<file path="src/rtl/pixcnt_pkg.sv">
package pixcnt_pkg;
  // Strobes from the control half to the counter datapath
  typedef struct packed {
    logic [1:0] clr;    // load counter with 0 (or 1 if inc also set)
    logic [1:0] inc;    // count one hit
    logic       rdSel;  // index of the counter presented for readout
  } cntStrobes_t;
endpackage

</file>
<file path="src/rtl/pixcnt_ctrl.sv">
module pixcnt_ctrl
  import pixcnt_pkg::*;
(
  input  logic        clk,
  input  logic        rstN,
  input  logic        hitIn,
  input  logic        sliceToggle,
  output cntStrobes_t strb
);
  logic liveSel;  // index of the counter accumulating hits

  always_ff @(posedge clk) begin
    if (!rstN) liveSel <= 1'b0;
    else if (sliceToggle) liveSel <= ~liveSel;
  end

  always_comb begin
    strb = '0;
    strb.rdSel = ~liveSel;
    for (int k = 0; k < 2; k++) begin
      // new live counter on a toggle is the one not counting now
      strb.clr[k] = sliceToggle && (1'(k) != liveSel);
      strb.inc[k] = hitIn && (sliceToggle ? (1'(k) != liveSel) : (1'(k) == liveSel));
    end
  end

  // at most one counter counts a given hit
  a_r2_single_inc: assert property (@(posedge clk) disable iff (!rstN)
    $countones(strb.inc) <= 1);
  // roles swap on every toggle
  a_r4_role_swap: assert property (@(posedge clk) disable iff (!rstN)
    sliceToggle |=> strb.rdSel != $past(strb.rdSel));
endmodule

</file>
<file path="src/rtl/pixcnt_dp.sv">
module pixcnt_dp
  import pixcnt_pkg::*;
#(
  parameter int CNT_W = 5
) (
  input  logic             clk,
  input  logic             rstN,
  input  cntStrobes_t      strb,
  input  logic             readEn,
  output logic [CNT_W-1:0] countOut,
  output logic             nonZero,
  output logic [CNT_W-1:0] liveCount
);
  localparam logic [CNT_W-1:0] CntMax = {CNT_W{1'b1}};

  logic [CNT_W-1:0] cnt [2];
  logic [CNT_W-1:0] rdVal;

  for (genvar i = 0; i < 2; i++) begin : g_cnt
    always_ff @(posedge clk) begin
      if (!rstN)
        cnt[i] <= '0;
      else if (strb.clr[i])
        cnt[i] <= strb.inc[i] ? CNT_W'(1) : '0;
      else if (strb.inc[i] && cnt[i] != CntMax)
        cnt[i] <= cnt[i] + CNT_W'(1);
    end

    // saturated counter holds
    a_r3_no_overflow: assert property (@(posedge clk) disable iff (!rstN)
      (cnt[i] == CntMax && !strb.clr[i]) |=> cnt[i] == CntMax);
    // idle counter keeps its value
    a_r6_hold: assert property (@(posedge clk) disable iff (!rstN)
      (!strb.clr[i] && !strb.inc[i]) |=> $stable(cnt[i]));
  end

  assign rdVal     = strb.rdSel ? cnt[1] : cnt[0];
  assign liveCount = strb.rdSel ? cnt[0] : cnt[1];
  assign nonZero   = rdVal != '0;
  assign countOut  = readEn ? rdVal : '0;
endmodule

</file>
<file path="src/rtl/pixcnt_top.sv">
module pixcnt_top
  import pixcnt_pkg::*;
#(
  parameter int CNT_W = 5
) (
  input  logic             clk,
  input  logic             rstN,
  input  logic             hitIn,
  input  logic             sliceToggle,
  input  logic             readEn,
  output logic [CNT_W-1:0] countOut,
  output logic             nonZero
);
  cntStrobes_t      strb;
  logic [CNT_W-1:0] liveCount;

  pixcnt_ctrl u_ctrl (
    .clk(clk), .rstN(rstN), .hitIn(hitIn), .sliceToggle(sliceToggle), .strb(strb)
  );

  pixcnt_dp #(.CNT_W(CNT_W)) u_dp (
    .clk(clk), .rstN(rstN), .strb(strb), .readEn(readEn),
    .countOut(countOut), .nonZero(nonZero), .liveCount(liveCount)
  );

  // flag after a toggle reflects the count that was live before it
  a_r4_handover: assert property (@(posedge clk) disable iff (!rstN)
    sliceToggle |=> nonZero == ($past(liveCount) != '0));
  // output gated when not enabled
  a_r8_gate: assert property (@(posedge clk) disable iff (!rstN)
    !readEn |-> countOut == '0);
endmodule

</file>
<file path="config.mk">
export PLATFORM = sky130hd
export DESIGN_NAME = pixcnt_top
export DESIGN_NICKNAME = d
export VERILOG_FILES = /design/src/rtl/pixcnt_pkg.sv /design/src/rtl/pixcnt_ctrl.sv /design/src/rtl/pixcnt_dp.sv /design/src/rtl/pixcnt_top.sv
export SDC_FILE = /design/constraint.sdc
export NUM_CORES = 1
export LEC_CHECK = 0
export BUFFER_PORTS_ARGS = -buffer_cell sky130_fd_sc_hd__buf_4
export CAP_MARGIN = 20
export CORE_AREA = 2 2 39 41
export CTS_CLUSTER_DIAMETER = 100
export CTS_CLUSTER_SIZE = 16
export DETAILED_ROUTE_END_ITERATION = 8
export DIE_AREA = 0 0 41 43
export PLACE_DENSITY = 0.75
export SLEW_MARGIN = 0
export SYNTH_ARGS = -nofsm -noshare
export SYNTH_HDL_FRONTEND = slang
export SYNTH_SLANG_ARGS = --single-unit
</file>
<file path="constraint.sdc">
create_clock -name clk -period 3.95 [get_ports clk]
set_clock_uncertainty 0.15 [all_clocks]
set_input_delay 0.1975 -clock clk [delete_from_list [all_inputs] [get_ports clk]]
set_output_delay 0.1975 -clock clk [all_outputs]
set_load 0.02 [all_outputs]
</file>
==> results.py, run 1 <==
metrics = {
    "status": {
        "run_status": "complete, no violations",
    },
    "sta": {
        "setup_repair_after_global_routing_missed_its_margin": "false",
        "pin_slew_with_the_least_headroom_to_its_limit_ns": 0.746,
        "maxSlewHeadroom_pct": 49.7,
        "min_period_over_period_pct": 58.4,
        "setup_viol": 0,
        "setup-tns-final_ns": 0,
        "drv_slew": 0,
        "hold_violations": 0,
        "post-route-min-period_ns": 2.31,
        "clock.fmax_ghz": 0.433,
    },
    "hold_path": {
        "timing.hold.worst.class": "in -> reg",
    },
    "power_and_ir_drop": {
        "vdd_ir_drop_max_mv": 0.209,
        "power_leakage_nw": 0.344,
        "pwr_density_cell_nw_per_um2": 356,
    },
    "floorplanning": {
        "fp-row-count": 14,
        "dieArea_um2": 1760,
        "ios": 11,
        "die_w_um": 41,
        "die-height_um": 43,
        "initial_core_util_pct": 51.4,
        "core_um2": 1380,
    },
    "clock_tree": {
        "clock_tree.root_cell": "sky130_fd_sc_hd__clkbuf_4",
        "cts.clk_slew.worst_paths_ns": 0.07,
        "cts_made_buffers": 3,
        "cts_max_level": 1,
        "cts_sinks": 11,
        "post_cts_buffers": 0,
        "cts_tree": "built",
        "insertion_delay_ns": 0.26,
        "cts_buffer_depth": 2,
        "cts_resized": 0,
        "cts_hold_buf": 0,
    },
    "global_route": {
        "track_usage_pct": 19.4,
        "grt_max_degree": 10,
        "grt_antenna_before_repair": 0,
        "grt_pass1_vias": 515,
        "grt_pass1_wl_um": 2280,
        "grt_remaining_overflow": 0,
    },
    "yosys": {
        "synth_ff_type": "sky130_fd_sc_hd__edfxtp_1",
        "post-synth-top-count-cell": "sky130_fd_sc_hd__edfxtp_1",
        "synth-xor-area-share_pct": 4.92,
        "synth.cells.most_frequent": "sky130_fd_sc_hd__edfxtp_1, sky130_fd_sc_hd__nor2_1, sky130_fd_sc_hd__ha_1, sky130_fd_sc_hd__nor2b_1, sky130_fd_sc_hd__mux2i_1",
        "netlist_area_um2": 712,
        "syn_nets": 76,
        "cell_types_occupying_the_most_area_after_synthesis": "sky130_fd_sc_hd__edfxtp_1, sky130_fd_sc_hd__ha_1, sky130_fd_sc_hd__mux2i_1",
        "syn-instance-count": 65,
        "area_fraction_in_compound_gates_after_synthesis_pct": 3.16,
        "proportion_of_synthesized_area_in_mux_cells_pct": 7.03,
        "synth_async_sr_flop_share_pct": 0,
        "synth_edf_count": 10,
        "post_synth_and_or_nand_nor_area_fraction_pct": 27.2,
        "synth_cell_type_count": 27,
        "synth_largest_type_area_fraction_pct": 42.2,
        "synth.yosys.warnings": 0,
        "combinational_family_with_the_most_area_after_synthesis": "simple AND/OR/NAND/NOR gates",
        "number_of_storage_elements_in_the_synthesis_netlist": 11,
        "synth_adder_area_share_pct": 10.5,
        "avgSynthCellArea_um2": 11.0,
        "synth_seq_area_share_pct": 45.0,
        "synth_top_cell_by_area": "sky130_fd_sc_hd__edfxtp_1",
    },
    "routing": {
        "dr.pass1.iters": 4,
        "avgRoutedWirePerCell_um": 13.4,
        "drt_drc_violations_left": 0,
        "ant_nets": 0,
        "drt-total-wl_um": 1260,
        "drt_iter0_markers": 9,
        "route.vias.total": 502,
        "drt-vias-per-instance": 5.34,
    },
    "critical_path": {
        "critPathTopFamily": "simple AND/OR/NAND/NOR gates",
        "worstPathCellList": "inv_1 -> ha_1 -> nand3b_1 -> or3_1 -> nand3b_1",
        "worst_setup_path_start_kind": "flop",
        "cp_common_cell": "sky130_fd_sc_hd__nand3b_1",
        "slowest_delay_ns": 0.59,
        "worst_ep_required_time_ns": 3.75,
        "largest_driver_fanout_on_the_critical_path": 9,
        "arrival_ns": 2.11,
        "slowest_stage": "sky130_fd_sc_hd__dfxtp_1",
        "sort_of_element_at_the_end_of_the_critical_path": "flop",
        "critPathBufInv": 1,
        "crit_type": "reg -> reg",
    },
    "placement": {
        "globalplace.congestion": 0.795,
        "port-buffer-count": 10,
        "dpl.hpwl_um": 972,
        "postPlaceCellArea_um2": 800,
    },
    "finish": {
        "finish.utilization_pct": 59.7,
        "area_delta_synth_final_pct": 16.0,
        "sequential_cell_area_um2": 320,
        "post-route-cell-area_um2": 826,
        "num-fill-cells": 120,
        "drive_above_1_share_pct": 19.2,
        "design.final.nets": 90,
        "multi_input_comb_area_um2": 377,
        "diodes": 0,
    },
    "flow_run": {
        "max_cap_violations": 0,
    },
}
## final timing paths
| check | endpoint | from | slack, ns | cells after the start |
|---|---|---|---|---|
| max | u_dp.cnt[1][4]$_SDFFCE_PN0P_ | u_ctrl.liveSel$_SDFF_PN0_ | 1.64 | 5 |
| min | u_ctrl.liveSel$_SDFF_PN0_ | rstN | 0.05 | 2 |
| max reg2reg | u_dp.cnt[1][4]$_SDFFCE_PN0P_ | u_ctrl.liveSel$_SDFF_PN0_ | 1.64 | 5 |
| min reg2reg | u_dp.cnt[1][2]$_SDFFCE_PN0P_ | u_dp.cnt[1][2]$_SDFFCE_PN0P_ | 0.56 | 2 |
## per-stage QoR
step / setup WS [ns] / power [W] / hold WS, ns / instances
floorplan: 1.86 / 0.000199 / 0.176 / 65
global placement: 1.70 / 0.000220 / 0.308 / 90
detailed placement: 1.63 / 0.000222 / 0.316 / 90
CTS: 1.64 / 0.000296 / 0.0435 / 94
global route: 1.51 / 0.000312 / 0.0558 / 94
finish: 1.64 / 0.000294 / 0.0474 / 94
## cell families after synthesis
logic type	after synthesis
simple gates	33
flops	11
compound gates	3
xor+xnor	4
mux	5
buf+inv	3
fa+ha+maj	6
## registers in the layout (all words and copies together) (netlist names)
name	cells
u_ctrl.liveSel	1
u_dp.cnt	10
## routing by layer
metal / up-vias / global-route usage [%] / share of wire, %
met2: 15 / 25.9 / 44
met4: 0 / 10.0 / 1.0
met1: 223 / 28.9 / 49
met3: 2 / 3.66 / 5.6
met5: - / 0 / 0
li1: 262 / - / -
## cells in the final DEF, fill, tap and decap left out, drive strengths merged
cell and count:
edfxtp 10, o21ai 1, nor4 1, inv 2, or3 1, xor2 1, nor2 8, and2b 1
nor3 2, or4 1, ha 6, a31oi 1, nand2 1, or3b 1, clkbuf 4, xnor2 3
nor2b 6, nor3b 1, mux2i 5, nand3b 2, and2 4, buf 10, dfxtp 1, o2111a 1
nand3 2, and3 2
## power breakdown
| group | total (W) | leakage [nW] | switching, W | internal, W |
|---|---|---|---|---|
| Combinational | 0.0000630 | 0.212 | 0.0000319 | 0.0000311 |
| Clock | 0.0000749 | 0.0150 | 0.0000359 | 0.0000390 |
| Sequential | 0.000156 | 0.117 | 0.0000154 | 0.000141 |
## area by class of cell
class	count	share of cell area, %
clock buffer	4	3.18
multi-input combinational	51	45.6
timing repair buffer	10	9.09
tap	16	2.42
sequential	11	38.8
inverter	2	0.909
No activity file was read; power rests on OpenSTA's default activity.
==> run 2, diff against run 1 <==
--- a/config.mk
+++ b/config.mk
@@ -5,14 +5,15 @@
 export SDC_FILE = /design/constraint.sdc
 export NUM_CORES = 1
 export LEC_CHECK = 0
+export ABC_AREA = 1
 export BUFFER_PORTS_ARGS = -buffer_cell sky130_fd_sc_hd__buf_4
 export CAP_MARGIN = 20
-export CORE_AREA = 2 2 39 41
+export CORE_MARGIN = 1
+export CORE_UTILIZATION = 53
 export CTS_CLUSTER_DIAMETER = 100
 export CTS_CLUSTER_SIZE = 16
 export DETAILED_ROUTE_END_ITERATION = 8
-export DIE_AREA = 0 0 41 43
-export PLACE_DENSITY = 0.75
+export PLACE_DENSITY = 0.74
 export SLEW_MARGIN = 0
 export SYNTH_ARGS = -nofsm -noshare
 export SYNTH_HDL_FRONTEND = slang
==> constraint.sdc (replaced) <==
create_clock -name clk -period 2.3 [get_ports clk]
set_clock_uncertainty 0.15 [all_clocks]
set_input_delay 0.115 -clock clk [delete_from_list [all_inputs] [get_ports clk]]
set_output_delay 0.115 -clock clk [all_outputs]
set_load 0.02 [all_outputs]
==> run 2 against run 1 <==
  * Routed wire length grew 13%
  * Largest power group unchanged
  * Critical endpoint is now u_dp.cnt[1][2]$_SDFFCE_PN0P_
  * Core utilization grew 6.7 points
  * Clock-buffer cell count unchanged
  * Area after synthesis increased by 3.0%
  * Critical path depth up 2
  * Synthesized cell count up 40%
  * Hold slack better by 0.026 ns
  * Register-to-register slack lost 1.4 ns
  * Via count is 21% higher
  * Die area down 13%
  * Design area grew 4.5%
==> results.py, run 2 <==
metrics = {
    "clock_tree": {
        "insertion_delay_ns": 0.26,
        "cts_resized": 0,
        "cts_sinks": 11,
        "clock_tree.root_cell": "sky130_fd_sc_hd__clkbuf_4",
        "cts_hold_buf": 1,
        "cts_max_level": 1,
        "cts_tree": "built",
        "post_cts_buffers": 0,
        "cts.clk_slew.worst_paths_ns": 0.07,
        "cts_made_buffers": 3,
        "cts_buffer_depth": 2,
    },
    "routing": {
        "ant_nets": 0,
        "drt_iter0_markers": 15,
        "route.vias.total": 607,
        "drt_drc_violations_left": 0,
        "drt-vias-per-instance": 5.02,
        "dr.pass1.iters": 4,
        "drt-total-wl_um": 1430,
        "avgRoutedWirePerCell_um": 11.8,
    },
    "finish": {
        "flip_flop_count_of_the_largest_register_all_copies_and_words_added": 10,
        "top_regs": "u_dp.cnt (10), u_ctrl.liveSel (1)",
        "design.final.nets": 118,
        "finish.utilization_pct": 66.3,
        "layout.cells.most_common_list": "sky130_fd_sc_hd__nand2_1, sky130_fd_sc_hd__nor2_1, sky130_fd_sc_hd__inv_1",
        "registers.top_by_ff_count": "u_dp.cnt",
        "layout.cells.non_filler": 121,
        "diodes": 0,
        "area_delta_synth_final_pct": 17.7,
        "drive_above_1_share_pct": 19.8,
        "most_common_library_cell_in_the_layout_ignoring_fill_and_taps": "sky130_fd_sc_hd__nand2_1",
    },
    "yosys": {
        "avgSynthCellArea_um2": 8.06,
        "cell_types_occupying_the_most_area_after_synthesis": "sky130_fd_sc_hd__edfxtp_1, sky130_fd_sc_hd__ha_1, sky130_fd_sc_hd__nand2_1",
        "synth_ff_type": "sky130_fd_sc_hd__edfxtp_1",
        "synth_seq_area_share_pct": 43.7,
        "post-synth-top-count-cell": "sky130_fd_sc_hd__nand2_1",
        "number_of_storage_elements_in_the_synthesis_netlist": 11,
        "syn_nets": 102,
        "synth.yosys.warnings": 0,
        "synth_largest_type_area_fraction_pct": 41.0,
        "synth.cells.most_frequent": "sky130_fd_sc_hd__nand2_1, sky130_fd_sc_hd__nor2_1, sky130_fd_sc_hd__inv_1",
        "syn-instance-count": 91,
        "synth_async_sr_flop_share_pct": 0,
        "synth_top_cell_by_area": "sky130_fd_sc_hd__edfxtp_1",
        "synth_cell_type_count": 19,
        "synth_edf_count": 10,
        "netlist_area_um2": 733,
    },
    "floorplanning": {
        "fp-row-count": 13,
        "core_um2": 1300,
        "die_w_um": 39.2,
        "ios": 11,
        "die-height_um": 39.2,
        "dieArea_um2": 1540,
        "initial_core_util_pct": 56.3,
    },
    "flow_run": {
        "max_cap_violations": 0,
    },
    "global_route": {
        "grt_remaining_overflow": 0,
        "grt_max_degree": 8,
        "grt_pass1_vias": 540,
        "grt_pass1_wl_um": 2260,
        "track_usage_pct": 23.0,
        "grt_antenna_before_repair": 0,
    },
    "critical_path": {
        "worst_ep_required_time_ns": 2.09,
        "worst_setup_path_start_kind": "flop",
        "sort_of_element_at_the_end_of_the_critical_path": "flop",
        "arrival_ns": 1.81,
        "largest_driver_fanout_on_the_critical_path": 5,
        "crit_type": "reg -> reg",
        "cp-startpoint": "u_dp.cnt[1][0]$_SDFFCE_PN0P_",
        "r2r-start": "u_dp.cnt[1][0]$_SDFFCE_PN0P_",
    },
    "sta": {
        "drv_slew": 0,
        "setup-tns-final_ns": 0,
        "pin_slew_with_the_least_headroom_to_its_limit_ns": 0.274,
        "maxSlewHeadroom_pct": 81.7,
        "hold_violations": 0,
        "worst_hold_slack_ns": 0.0731,
        "setup_viol": 0,
        "clock.fmax_ghz": 0.495,
        "post-route-min-period_ns": 2.02,
        "min_period_over_period_pct": 87.8,
        "fin_ws_ns": 0.281,
        "setup_repair_after_global_routing_missed_its_margin": "false",
    },
    "placement": {
        "cell_count_after_placement": 116,
        "dp_slack_ns": 0.278,
        "globalplace.congestion": 0.811,
        "dpl.hpwl_um": 1200,
        "port-buffer-count": 10,
    },
    "power_and_ir_drop": {
        "vdd_ir_drop_max_mv": 0.403,
        "power_leakage_nw": 0.419,
        "pwr_density_cell_nw_per_um2": 596,
    },
    "hold_path": {
        "timing.hold.worst.class": "in -> reg",
        "min-delay-start": "sliceToggle",
    },
    "status": {
        "run_status": "complete, no violations",
    },
}
[run 2: cell count changes after synthesis, sizes merged, moves of 4 or more]
cell	delta
inv	+13
a21oi	+5
nand4	+4
and2	-4
nor2b	-6
nor2	+10
nand2	+20
mux2i	-5
[run 2: cell type report]
| cell class | count | area (um2) |
|---|---|---|
| fill | 115 | 438 |
| tap | 15 | 18.8 |
| sequential | 11 | 320 |
| inverter | 15 | 56.3 |
| clock buffer | 4 | 26.3 |
| multi-input combinational | 65 | 357 |
| timing repair buffer | 11 | 85.1 |
[run 2: power breakdown]
group | total, W | switching [W] | internal, W
Combinational | 0.000125 | 0.0000751 | 0.0000500
Clock | 0.000127 | 0.0000597 | 0.0000669
Sequential | 0.000263 | 0.0000227 | 0.000240
Total | 0.000515 | 0.000158 | 0.000357
[run 2: cells by family (layout without fill, tap and decap cells)]
| group | Yosys count | in the layout | synth area share, % |
|---|---|---|---|
| buffers and inverters | 15 | 30 | 7.68 |
| AOI/OAI and AO/OA | 7 | 7 | 5.80 |
| xor gates and xnor gates | 1 | 1 | 1.19 |
| DFF | 11 | 11 | 43.7 |
| adders and majority gates | 6 | 6 | 10.2 |
| and+or+nand+nor | 51 | 51 | 31.4 |
[run 2: worst paths after layout]
path,slack (ns),end,cells after the start
min,0.07,u_ctrl.liveSel$_SDFF_PN0_,3
min reg2reg,0.53,u_dp.cnt[1][3]$_SDFFCE_PN0P_,4
max reg2reg,0.28,u_dp.cnt[1][2]$_SDFFCE_PN0P_,7
max,0.28,u_dp.cnt[1][2]$_SDFFCE_PN0P_,7
[run 2: critical path: stages (launching register included)]
cell	delay, ns
sky130_fd_sc_hd__edfxtp_1	0.46
sky130_fd_sc_hd__ha_1	0.27
sky130_fd_sc_hd__nand2_1	0.07
sky130_fd_sc_hd__nor2_1	0.05
sky130_fd_sc_hd__ha_1	0.20
sky130_fd_sc_hd__inv_1	0.07
sky130_fd_sc_hd__nand4_1	0.17
sky130_fd_sc_hd__nand3_1	0.26
[run 2: through the flow]
step,total power (W),instance area (um2)
global placement,0.000386,827
CTS,0.000521,863
global route,0.000547,863
floorplan,0.000346,733
detailed placement,0.000392,827
finish,0.000515,863
[run 2: per-layer routing]
metal / share of wire, % / vias up / global-route usage [%]
met4: 0.91 / 0 / 7.76
li1: - / 326 / -
met5: 0 / - / 0
met2: 52 / 16 / 40.0
met3: 6.2 / 2 / 5.20
met1: 41 / 263 / 27.3
==> run 3, diff against run 2 <==
--- a/config.mk
+++ b/config.mk
@@ -5,7 +5,6 @@
 export SDC_FILE = /design/constraint.sdc
 export NUM_CORES = 1
 export LEC_CHECK = 0
-export ABC_AREA = 1
 export BUFFER_PORTS_ARGS = -buffer_cell sky130_fd_sc_hd__buf_4
 export CAP_MARGIN = 20
 export CORE_MARGIN = 1
==> run 3 against run 2 <==
  * Clock power up 4%
  * Die area down 2.8%
  * First-iteration DRC count fell by 67%
  * Non-clock buffer count increased by 3
  * Core utilization is 7.2 points higher
  * Combinational power about the same
  * Global-route usage is 1.6 points lower
  * Critical path depth is 2 lower
  * Critical path type unchanged
  * Critical endpoint unchanged
  * Largest cell class unchanged
==> results.py, run 3 (synthesis gave the netlist of run 1 again) <==
metrics = {
    "status": {
        "run_status": "complete, no violations",
    },
    "sta": {
        "hold_violations": 0,
        "min_period_over_period_pct": 95.4,
        "post-route-min-period_ns": 2.20,
        "drv_slew": 0,
        "setup-tns-final_ns": 0,
        "setup_repair_after_global_routing_missed_its_margin": "false",
        "setup_viol": 0,
        "maxSlewHeadroom_pct": 83.0,
        "clock.fmax_ghz": 0.456,
        "fin_ws_ns": 0.105,
        "pin_slew_with_the_least_headroom_to_its_limit_ns": 0.253,
    },
    "hold_path": {
        "min_delay_path_depth": 2,
        "timing.hold.worst.class": "in -> reg",
    },
    "critical_path": {
        "critPathBufInv": 0,
        "critical_path_cell_count": 5,
        "worst_setup_path_start_kind": "flop",
        "sort_of_element_at_the_end_of_the_critical_path": "flop",
        "slowest_stage": "sky130_fd_sc_hd__edfxtp_1",
        "largest_driver_fanout_on_the_critical_path": 5,
        "worstRegToRegCells": 5,
        "cp_common_cell": "sky130_fd_sc_hd__ha_1",
        "critPathTopFamily": "simple AND/OR/NAND/NOR gates",
        "arrival_ns": 1.99,
        "worst_ep_required_time_ns": 2.10,
        "worstPathCellList": "ha_1 -> and3_2 -> ha_1 -> or3_4 -> nand3b_1",
        "crit_type": "reg -> reg",
        "slowest_delay_ns": 0.43,
    },
    "clock_tree": {
        "cts_max_level": 1,
        "cts_tree": "built",
        "cts_made_buffers": 3,
        "cts_sinks": 11,
        "insertion_delay_ns": 0.26,
        "cts_buffer_depth": 2,
        "clock_tree.root_cell": "sky130_fd_sc_hd__clkbuf_4",
        "cts.clk_slew.worst_paths_ns": 0.07,
    },
    "finish": {
        "top_regs": "u_dp.cnt (10), u_ctrl.liveSel (1)",
        "finish.utilization_pct": 73.5,
        "drive_above_1_share_pct": 23.2,
        "registers.top_by_ff_count": "u_dp.cnt",
        "most_common_library_cell_in_the_layout_ignoring_fill_and_taps": "sky130_fd_sc_hd__buf_4",
        "post-route-cell-area_um2": 861,
        "layout.cells.most_common_list": "sky130_fd_sc_hd__buf_4, sky130_fd_sc_hd__edfxtp_1, sky130_fd_sc_hd__nor2_1",
        "area_delta_synth_final_pct": 20.9,
        "layout.cells.non_filler": 96,
        "flip_flop_count_of_the_largest_register_all_copies_and_words_added": 10,
        "design.final.nets": 94,
        "diodes": 0,
    },
    "routing": {
        "drt-vias-per-instance": 5.52,
        "ant_nets": 0,
        "dr.pass1.iters": 3,
        "drt-total-wl_um": 1280,
        "avgRoutedWirePerCell_um": 13.4,
        "route.vias.total": 530,
        "drt_iter0_markers": 5,
        "drt_drc_violations_left": 0,
    },
    "placement": {
        "postPlaceCellArea_um2": 820,
        "cell_count_after_placement": 91,
        "port-buffer-count": 10,
        "dpl.hpwl_um": 998,
        "globalplace.congestion": 0.799,
        "dp_slack_ns": 0.102,
    },
    "global_route": {
        "grt_util_met2_pct": 34.6,
        "grt_remaining_overflow": 0,
        "grt_pass1_vias": 518,
        "top_usage_layer": "met2",
        "grt_antenna_before_repair": 0,
        "globalRouteMet1Util_pct": 28.5,
        "met3_usage_pct": 3.47,
        "track_usage_pct": 21.4,
        "grt_max_degree": 9,
        "grt_pass1_wl_um": 2160,
    },
    "floorplanning": {
        "fp-row-count": 12,
        "ios": 11,
        "die_w_um": 38.7,
        "die-height_um": 38.7,
        "dieArea_um2": 1490,
        "core_um2": 1170,
        "initial_core_util_pct": 60.8,
    },
    "flow_run": {
        "max_cap_violations": 0,
    },
    "power_and_ir_drop": {
        "pwr_density_cell_nw_per_um2": 602,
        "vdd_ir_drop_max_mv": 0.298,
        "power_leakage_nw": 0.365,
    },
}
[run 3: cell count changes in the layout (fill, tap and decap cells not counted), moves of 4 or more]
cell | before | now
sky130_fd_sc_hd__and2_1 | 0 | 4
sky130_fd_sc_hd__nor2_1 | 17 | 8
sky130_fd_sc_hd__nand4_1 | 4 | 0
sky130_fd_sc_hd__a21oi_1 | 4 | 0
sky130_fd_sc_hd__inv_1 | 13 | 2
sky130_fd_sc_hd__nor2b_1 | 0 | 6
sky130_fd_sc_hd__nand2_1 | 19 | 1
sky130_fd_sc_hd__mux2i_1 | 0 | 5
[run 3: area by class of cell]
class / instances / area [um2]
clock buffers: 4 / 26.3
well taps: 14 / 17.5
inverters: 2 / 7.51
fillers: 95 / 310
multi-input cells: 51 / 382
repair buffers: 14 / 108
flip-flops and latches: 11 / 320
[run 3: path summary, 6_finish.rpt]
kind	from	slack, ns	endpoint
min reg2reg	u_ctrl.liveSel$_SDFF_PN0_	0.48	u_ctrl.liveSel$_SDFF_PN0_
max reg2reg	u_dp.cnt[1][1]$_SDFFCE_PN0P_	0.10	u_dp.cnt[1][2]$_SDFFCE_PN0P_
max	u_dp.cnt[1][1]$_SDFFCE_PN0P_	0.10	u_dp.cnt[1][2]$_SDFFCE_PN0P_
min	hitIn	0.05	u_dp.cnt[0][0]$_DFFE_PP_
[run 3: where the power goes]
part | switching [W] | total, W | internal (W)
Sequential | 0.0000193 | 0.000260 | 0.000241
Clock | 0.0000650 | 0.000132 | 0.0000670
Combinational | 0.0000635 | 0.000125 | 0.0000619
[run 3: stage by stage]
stage / total power (W) / hold WS [ns]
2_1_floorplan: 0.000341 / 0.0932
3_3_place_gp: 0.000386 / 0.230
3_5_place_dp: 0.000388 / 0.227
4_1_cts: 0.000520 / 0.0457
5_1_grt: 0.000541 / 0.0603
6_report: 0.000518 / 0.0468
[run 3: metal layers]
metal,part of all wire (%),routed length (um)
met2,47,603
met3,2.7,34
met1,50,636
met5,0,0
met4,0.62,8
[run 3: repair_timing]
item / in CTS / in global routing
resized for setup: 0 / 1
hold buffers: 1 / 0
setup buffers: 0 / 0
hold endpoints to repair: 1 / 0
setup endpoints to repair: 0 / 5
